<file path="config.mk">
export PLATFORM = sky130hd
export DESIGN_NAME = cmd_mailbox
export DESIGN_NICKNAME = d
export VERILOG_FILES = /design/src/rtl/cmdq_pkg.sv /design/src/rtl/cmdq_storage.sv /design/src/rtl/cmdq_index_ctrl.sv /design/src/rtl/cmdq_decode.sv /design/src/rtl/cmd_mailbox.sv
export SDC_FILE = /design/constraint.sdc
export NUM_CORES = 2
export LEC_CHECK = 0
export BUFFER_PORTS_ARGS = -buffer_cell sky130_fd_sc_hd__buf_4
export CORE_ASPECT_RATIO = 1.25
export CORE_UTILIZATION = 40
export DETAILED_ROUTE_END_ITERATION = 10
export SETUP_SLACK_MARGIN = 0.2
export SLEW_MARGIN = 20
export SYNTH_ARGS = -nofsm -noshare
export SYNTH_HDL_FRONTEND = slang
export SYNTH_SLANG_ARGS = --single-unit
export TNS_END_PERCENT = 20
</file>
<file path="constraint.sdc">
create_clock -name clk -period 4.41 [get_ports clk]
set_input_delay 0.441 -clock clk [delete_from_list [all_inputs] [get_ports clk]]
set_output_delay 0.441 -clock clk [all_outputs]
set_load 0.01 [all_outputs]
</file>
<file path="src/rtl/cmdq_pkg.sv">
package cmdq_pkg;

    localparam int CMD_WORD_W = 32;

    typedef struct packed {
        logic [7:0]  code;
        logic [11:0] flags;
        logic [11:0] index;
    } cmd_fields_t;

    typedef enum logic [1:0] {
        SEL_NONE,
        SEL_RING,
        SEL_PROD,
        SEL_CONS
    } reg_sel_e;

    function automatic cmd_fields_t split_word(input logic [CMD_WORD_W-1:0] w);
        cmd_fields_t f;
        f.code  = w[31:24];
        f.flags = w[23:12];
        f.index = w[11:0];
        return f;
    endfunction

endpackage

</file>
<file path="src/rtl/cmdq_storage.sv">
module cmdq_storage #(
    parameter int IDX_W  = 6,
    parameter int WORD_W = 32
) (
    input  logic              clk,
    input  logic              rst,
    input  logic              wr_en,
    input  logic [IDX_W-1:0]  wr_idx,
    input  logic [WORD_W-1:0] wr_data,
    input  logic [IDX_W-1:0]  cons_idx,
    output logic [WORD_W-1:0] cons_word,
    input  logic [IDX_W-1:0]  host_idx,
    output logic [WORD_W-1:0] host_word
);
    localparam int DEPTH = 1 << IDX_W;

    logic [WORD_W-1:0] slot [DEPTH];

    for (genvar g = 0; g < DEPTH; g++) begin : g_slot
        always_ff @(posedge clk) begin
            if (rst) begin
                slot[g] <= '0;
            end else if (wr_en && (wr_idx == IDX_W'(g))) begin
                slot[g] <= wr_data;
            end
        end
    end

    assign cons_word = slot[cons_idx];
    assign host_word = slot[host_idx];

endmodule

</file>
<file path="src/rtl/cmdq_index_ctrl.sv">
module cmdq_index_ctrl #(
    parameter int IDX_W = 6
) (
    input  logic             clk,
    input  logic             rst,
    input  logic             prod_wr,
    input  logic [IDX_W-1:0] prod_wdata,
    input  logic             pop,
    output logic [IDX_W-1:0] prod,
    output logic [IDX_W-1:0] cons,
    output logic             not_empty,
    output logic             full,
    output logic             ovf_err
);
    localparam logic [IDX_W-1:0] OCC_MAX = {IDX_W{1'b1}};

    logic [IDX_W-1:0] occ_now;
    logic [IDX_W-1:0] occ_new;
    logic             refuse;

    always_comb begin
        occ_now = prod - cons;
        occ_new = prod_wdata - cons;
        refuse  = prod_wr && (occ_new < occ_now);
    end

    always_ff @(posedge clk) begin
        if (rst) begin
            prod    <= '0;
            cons    <= '0;
            ovf_err <= 1'b0;
        end else begin
            if (prod_wr && !refuse) prod <= prod_wdata;
            if (pop) cons <= cons + 1'b1;
            ovf_err <= refuse;
        end
    end

    assign not_empty = (prod != cons);
    assign full      = (occ_now == OCC_MAX);

    // consumer index holds without a handshake
    p_cons_hold_r6: assert property (@(posedge clk) disable iff (rst)
        !pop |=> $stable(cons));

    // consumer index steps by one, wrapping modulo the ring size
    p_cons_step_r7: assert property (@(posedge clk) disable iff (rst)
        pop |=> cons == IDX_W'($past(cons) + 1'b1));

    // a refused write leaves the producer index untouched
    p_no_overflow_r8: assert property (@(posedge clk) disable iff (rst)
        ovf_err |-> $stable(prod));

    // a full ring is never reported empty
    p_full_pending_r9: assert property (@(posedge clk) disable iff (rst)
        full |-> not_empty);

endmodule

</file>
<file path="src/rtl/cmdq_decode.sv">
module cmdq_decode
    import cmdq_pkg::*;
(
    input  logic [CMD_WORD_W-1:0] word,
    output logic [7:0]            code,
    output logic [11:0]           flags,
    output logic [11:0]           index
);
    cmd_fields_t f;

    always_comb begin
        f     = split_word(word);
        code  = f.code;
        flags = f.flags;
        index = f.index;
    end

endmodule

</file>
<file path="src/rtl/cmd_mailbox.sv">
module cmd_mailbox
    import cmdq_pkg::*;
#(
    parameter int IDX_W = 6,
    parameter int ADDR_W = 12,
    parameter logic [11:0] RING_BASE = 12'h700,
    parameter logic [11:0] PROD_ADDR = 12'h50C,
    parameter logic [11:0] CONS_ADDR = 12'h62C
) (
    input  logic              clk,
    input  logic              rst,
    input  logic              host_wr_en,
    input  logic [ADDR_W-1:0] host_wr_addr,
    input  logic [31:0]       host_wr_data,
    input  logic [ADDR_W-1:0] host_rd_addr,
    output logic [31:0]       host_rd_data,
    output logic              cmd_valid,
    input  logic              cmd_ready,
    output logic [7:0]        cmd_code,
    output logic [11:0]       cmd_flags,
    output logic [11:0]       cmd_index,
    output logic              ring_full,
    output logic              ovf_err
);
    localparam int DEPTH = 1 << IDX_W;
    localparam logic [ADDR_W:0] RING_END = {1'b0, RING_BASE} + (ADDR_W+1)'(4 * DEPTH);

    function automatic reg_sel_e classify(input logic [ADDR_W-1:0] a);
        logic [ADDR_W-1:0] al;
        al = {a[ADDR_W-1:2], 2'b00};
        if (({1'b0, al} >= {1'b0, RING_BASE}) && ({1'b0, al} < RING_END)) return SEL_RING;
        if (al == PROD_ADDR) return SEL_PROD;
        if (al == CONS_ADDR) return SEL_CONS;
        return SEL_NONE;
    endfunction

    function automatic logic [IDX_W-1:0] slot_of(input logic [ADDR_W-1:0] a);
        logic [ADDR_W-1:0] off;
        off = a - RING_BASE;
        return off[IDX_W+1:2];
    endfunction

    reg_sel_e wr_sel, rd_sel;
    logic [IDX_W-1:0] prod, cons;
    logic [31:0] cons_word, host_word;
    logic not_empty, pop;

    assign wr_sel = classify(host_wr_addr);
    assign rd_sel = classify(host_rd_addr);
    assign pop    = not_empty && cmd_ready;

    cmdq_storage #(.IDX_W(IDX_W), .WORD_W(CMD_WORD_W)) u_store (
        .clk       (clk),
        .rst       (rst),
        .wr_en     (host_wr_en && (wr_sel == SEL_RING)),
        .wr_idx    (slot_of(host_wr_addr)),
        .wr_data   (host_wr_data),
        .cons_idx  (cons),
        .cons_word (cons_word),
        .host_idx  (slot_of(host_rd_addr)),
        .host_word (host_word)
    );

    cmdq_index_ctrl #(.IDX_W(IDX_W)) u_idx (
        .clk        (clk),
        .rst        (rst),
        .prod_wr    (host_wr_en && (wr_sel == SEL_PROD)),
        .prod_wdata (host_wr_data[IDX_W-1:0]),
        .pop        (pop),
        .prod       (prod),
        .cons       (cons),
        .not_empty  (not_empty),
        .full       (ring_full),
        .ovf_err    (ovf_err)
    );

    cmdq_decode u_dec (
        .word  (cons_word),
        .code  (cmd_code),
        .flags (cmd_flags),
        .index (cmd_index)
    );

    assign cmd_valid = not_empty;

    always_comb begin
        unique case (rd_sel)
            SEL_RING: host_rd_data = host_word;
            SEL_PROD: host_rd_data = 32'(prod);
            SEL_CONS: host_rd_data = 32'(cons);
            default:  host_rd_data = '0;
        endcase
    end

    // a pending command is never dropped before a handshake
    p_valid_hold_r10: assert property (@(posedge clk) disable iff (rst)
        cmd_valid && !cmd_ready |=> cmd_valid);

    // indices start from zero after reset
    p_reset_empty_r1: assert property (@(posedge clk) disable iff (rst)
        $past(rst) |-> !cmd_valid && (host_rd_addr != CONS_ADDR || host_rd_data == 32'd0));

endmodule

</file>
### Word-level counts from Yosys, hierarchy flattened

Memory sizes are Yosys's and may differ from the RTL's. A register that Yosys moved wholly into a read port is not among the register bits.
Cells that the tools add are included.

| word-level totals | value |
|---|---|
| word-level logic and storage cells | 510 |
| memory bits (writable) | 2,048 |
| flip-flop bits (word level) | 13 |
| output and inout bits | 67 |
| memories kept | 1 |

| cells by class | value |
|---|---|
| bitwise gates (word level) | 64 |
| eq/ne operators | 74 |
| reductions and logical operators | 73 |
| $lt $le $gt $ge | 5 |
| add/subtract/negate cells | 5 |
| muxes and demuxes | 285 |

Memories:

| memory | words | bits a word | read ports | clocked after Yosys merged registers in | wr ports | RTL line | text |
|---|---|---|---|---|---|---|---|
| u_store.slot | 64 | 32 | 2 | 1 | 64 | cmdq_storage.sv:17 | `logic [WORD_W-1:0] slot [DEPTH];` |

Operators by type and width:

| cell | number |
|---|---|
| two-way mux 32 bit | 64 |
| two-way mux 1 bit | 206 |
| equality test 6 bit, second input constant | 33 |
| equality test 6 x 5 -> 1 bit, second input constant | 16 |
| one-hot mux 32 bit (3 select lines) | 1 |
| logical AND 1 bit | 71 |
| OR 1 bit | 64 |
| equality test 6 x 4 -> 1 bit, second input constant | 8 |
| equality test 10 x 9 -> 1 bit, second input constant | 4 |
| equality test 6 x 3 -> 1 bit, second input constant | 4 |
| greater-or-equal comparator 12 x 11 -> 1 bit, second input constant | 2 |
| < comparator 12 bit, second input constant | 2 |
| two-way mux 2 bit | 12 |
| subtractor 8 x 1 -> 8 bit, second input constant | 2 |
| equality test 6 x 2 -> 1 bit, second input constant | 2 |
| two-way mux 6 bit | 2 |
| subtractor 6 bit | 2 |
| adder 6 x 1 -> 6 bit, second input constant | 1 |
| equality test 2 bit, second input constant | 3 |
| equality test 6 x 1 -> 1 bit, second input constant | 1 |
| zero test 6 bit | 1 |
| < comparator 6 bit | 1 |
| != test 6 bit | 1 |
| equality test 2 x 1 -> 1 bit, second input constant | 2 |
| zero test 1 bit | 1 |

### Longest topological paths before layout

| logic depth | value |
|---|---|
| word-level depth | 16 |
| depth in mapped cells | 14 |
| mapped depth without buffers | 13 |

### Modules after synthesis

From an unflattened synthesis, not the netlist that was laid out.

| unflattened totals | value |
|---|---|
| cells, all modules | 7,239 |
| area total of the unflattened synthesis | 110,198.2 um^2 |

By module, submodules not included:

| module | times used | cells an instance | area each (um^2) |
|---|---|---|---|
| cmdq_storage | 1 | 6,998 | 108,273.8 |
| cmdq_index_ctrl | 1 | 149 | 1,243.7 |
| cmd_mailbox | 1 | 60 | 440.4 |
| cmdq_decode | 1 | 32 | 240.2 |

### Worst setup path after synthesis

Ideal clock, no wire load.

| timing path | value |
|---|---|
| path kind | input port to flip-flop |
| start point | in host_wr_addr[11] |
| end point | mem u_store.slot[46][0], enable pin |
| library setup time | 0.428 ns |
| data arrival time | 3.087 ns |
| required time | 3.982 ns |
| path slack | 0.895 ns |
| stages on the path | 5 |
| path buffers | 1 |
| path through | and4b_1 nand4_1 or3b_2 clkbuf_1 o21bai_1 |

RTL lines:

| item | RTL line | text |
|---|---|---|
| start, declared | cmd_mailbox.sv:13 | `input logic [ADDR_W-1:0] host_wr_addr,` |
| end, declared | cmdq_storage.sv:17 |  |

==> impl_metrics.toml <==
[sta]
timing.final.hold_violations = 0
rsz0062_at_grt = "true"
fin_crit_ns = 4.346
timing.setup.tns_ns = 0
tightest_slew_ns = 1.352
clock.fmax_mhz = 230.1
min_period_over_period_pct = 98.56
finalSetupViolCount = 0
setup_slack_ns = 0.06363
relSlewSlack_pct = 9.870
hold_slack_ns = 0.1624
finalMaxSlewViolations = 0
worst_clock_skew_ns = 0.01792

[floorplanning]
coreArea_mm2 = 0.2747
start_util_pct = 40.25
placementRows = 215
die_area_mm2 = 0.2785
pin_count = 127
die_h_um = 589.8
die_w_um = 472.2

[power]
pwr-share-comb_pct = 9.5
p_leak_nw = 41.24
seq_power_share_pct = 50.7
p_per_area_mw_per_mm2 = 361.3
power.internal_mw = 34.34
vdd_drop_max_mv = 0.2943
power_mw = 45.48
power_switching_mw = 11.14
p_clk_share_pct = 39.8
switching_share_pct = 24.50

[global_routing]
antenna_found_initial = 53
grt_pass1_vias = 70550
overflow = 0
grt_max_degree = 77
grt_pass1_wl_um = 580000
grt_usage_pct = 30.36

[yosys]
avgSynthCellArea_um2 = 15.38
syn-num-nets = 7264
yosysTopAreaCellShare_pct = 55.63
yosysWarnings = 0
yosys_most_used_dff = "edfxtp_1"
seq_area_frac_synth_pct = 55.98
yosys_register_bits = 2067
synth_edf_count = 2048
yosys-top-cells-area = "edfxtp_1, mux4_2, and2_1, clkbuf_1, mux2i_1"
synth_cell_types = 56
ys_async_sr_fraction_pct = 0
syn-cell-area_mm2 = 0.1105
postSynthCellCount = 7186
post-synth-top-area-cell = "edfxtp_1"

[finish]
fin_cells = 11070
seqCellArea_mm2 = 0.06190
fill_cells = 23550
multi_input_area_mm2 = 0.04658
drive_gt1_share_pct = 29.95
design_area_mm2 = 0.1259
area_growth_pct = 13.88
fin_util_pct = 45.83
nNetsFinal = 7272

[critical_path]
critPathRequiredTime_ns = 3.97
worstSetupPathType = "reg -> out"
cp_max_fo = 2
r2r_start = "u_idx.cons[1]$_SDFFE_PP0P_"
critPathCaptureType = "output port"
cp-start-kind = "register"
rr_worst_depth = 12
crit_arrival_ns = 3.91
crit_path_start = "u_store.slot[7][1]$_SDFFCE_PN0P_"

[placement]
globalplace.congestion = 0.9892
place_ws_ns = 0.3065
dp_hpwl_um = 258500
dpl_cell_area_mm2 = 0.1183
dp.cells = 10630
io_buffers = 122

[job]
drv_cap = 0

[clock_tree]
cts_buffer_depth = 4
htreeDepth = 4
cts_buffers = 214
cts_tree = "done"
path_clk_slew_ns = 0.07
clk_latency_ns = 0.91
cts_sinks = 2067
clockRootBuffer = "clkbuf_16"

[routing]
drcViolationCount = 0
num_vias = 71230
wl_per_cell_um = 38.86
drt_iter0_markers = 11200
wirelength_um = 430000
routed_via_density = 6.437
firstDrtPassIters = 5
final_antenna_net_count = 0

[hold_path]
holdPathStages = 4
hold_path.class = "in -> reg"
worstHoldStart = "host_wr_addr[3]"

[run_status]
run_status = "finished, final reports clean"
==> flip-flops by register name (all words and copies together) (netlist names), named ones only <==
signal,cells
u_idx.cons,6
u_idx.ovf_err,1
u_idx.prod,6
u_store.slot,2048
==> path summary, 6_finish.rpt <==
check                                           end  slack, ns
setup reg to reg           u_idx.ovf_err$_SDFF_PP0_       0.78
hold / removal    u_store.slot[0][31]$_SDFFCE_PN0P_       0.16
hold reg to reg          u_idx.prod[0]$_SDFFE_PP0P_       0.51
setup / recovery                    host_rd_data[1]       0.06
==> power by group through the flow <==
stage	Combinational [mW]	Sequential [mW]	Clock, mW
floorplan	2.40	23.2	0
CTS	4.24	23.0	18.1
global route	4.40	23.1	18.8
global placement	4.19	23.3	0
detailed placement	4.22	23.4	0
finish	4.34	23.0	18.1
==> layer usage <==
metal | vias up | share of wire (%) | track usage, %
li1 | 27680 | - | -
met1 | 37350 | 34 | 36.81
met2 | 4992 | 46 | 46.91
met3 | 1184 | 12 | 7.574
met4 | 24 | 8.8 | 22.80
met5 | - | 0.031 | 0
==> area by class of cell <==
| type | instances | share of cell area [%] |
|---|---|---|
| Tap cell | 3689 | 3.667 |
| Sequential cell | 2067 | 49.17 |
| Inverter | 14 | 0.04771 |
| Clock buffer | 258 | 4.453 |
| Antenna cell | 29 | 0.05765 |
| Clock inverter | 112 | 0.8140 |
| Multi-Input combinational cell | 4291 | 37.00 |
| Timing Repair Buffer | 606 | 4.789 |
==> placed cells by master, fill, tap and decap left out, types with 36 or more instances in the layout <==
cell       count
nor3_1        70
nor2_4        53
clkinv_2      42
a22oi_1       36
mux4_2      1113
and2_1      1987
buf_4        493
edfxtp_1    2048
o22ai_1       89
nor2_1       132
mux2i_1      190
nand2b_1      37
clkbuf_1      40
clkbuf_16    226
o21bai_4      64
clkinv_1      41
buf_12        75
nand2_1      123
a21oi_1       58
==> cells by family (layout without fill, tap and decap cells) <==
logic type | count (synthesis) | count (layout) | synth area share [%]
other | 0 | 29 | 0
adders and majority gates | 18 | 18 | 0.2173
DFF | 2067 | 2067 | 55.98
xor gates and xnor gates | 13 | 13 | 0.1030
muxes | 1312 | 1312 | 24.49
AOI/OAI and AO/OA | 443 | 443 | 2.790
buffers and inverters | 828 | 990 | 3.099
and+or+nand+nor | 2505 | 2505 | 13.33
==> critical path, cell delays in order (launching register included) <==
cell      delay, ns
edfxtp_1       0.39
mux4_2         0.49
nand2_1        0.08
a21oi_1        0.13
a221o_1        0.38
a221oi_1       1.07
o31ai_1        0.19
buf_4          0.26
==> synthesized netlist by cell type (39+ instances only) <==
master and instances:
edfxtp_1 2048, and2_1 1987, mux4_2 1113, clkbuf_1 571
nor2_1 206, mux2i_1 191, buf_2 137, nand2_1 124
o22ai_1 103, buf_1 73, nor3_1 70, o21bai_1 64
a21oi_1 58, nand2b_1 39
==> timing repair <==
action | 4_1_cts | 5_1_grt
cloned | 3 | 8
buffers inserted | 8 | 18
hold buffers | 1 | 0
pin swaps | 8 | 0
endpoints found under the hold margin | 1 | 0
resized for setup | 53 | 10
endpoints found under the setup margin | 31 | 28
Power figures use the tool's default switching activity.
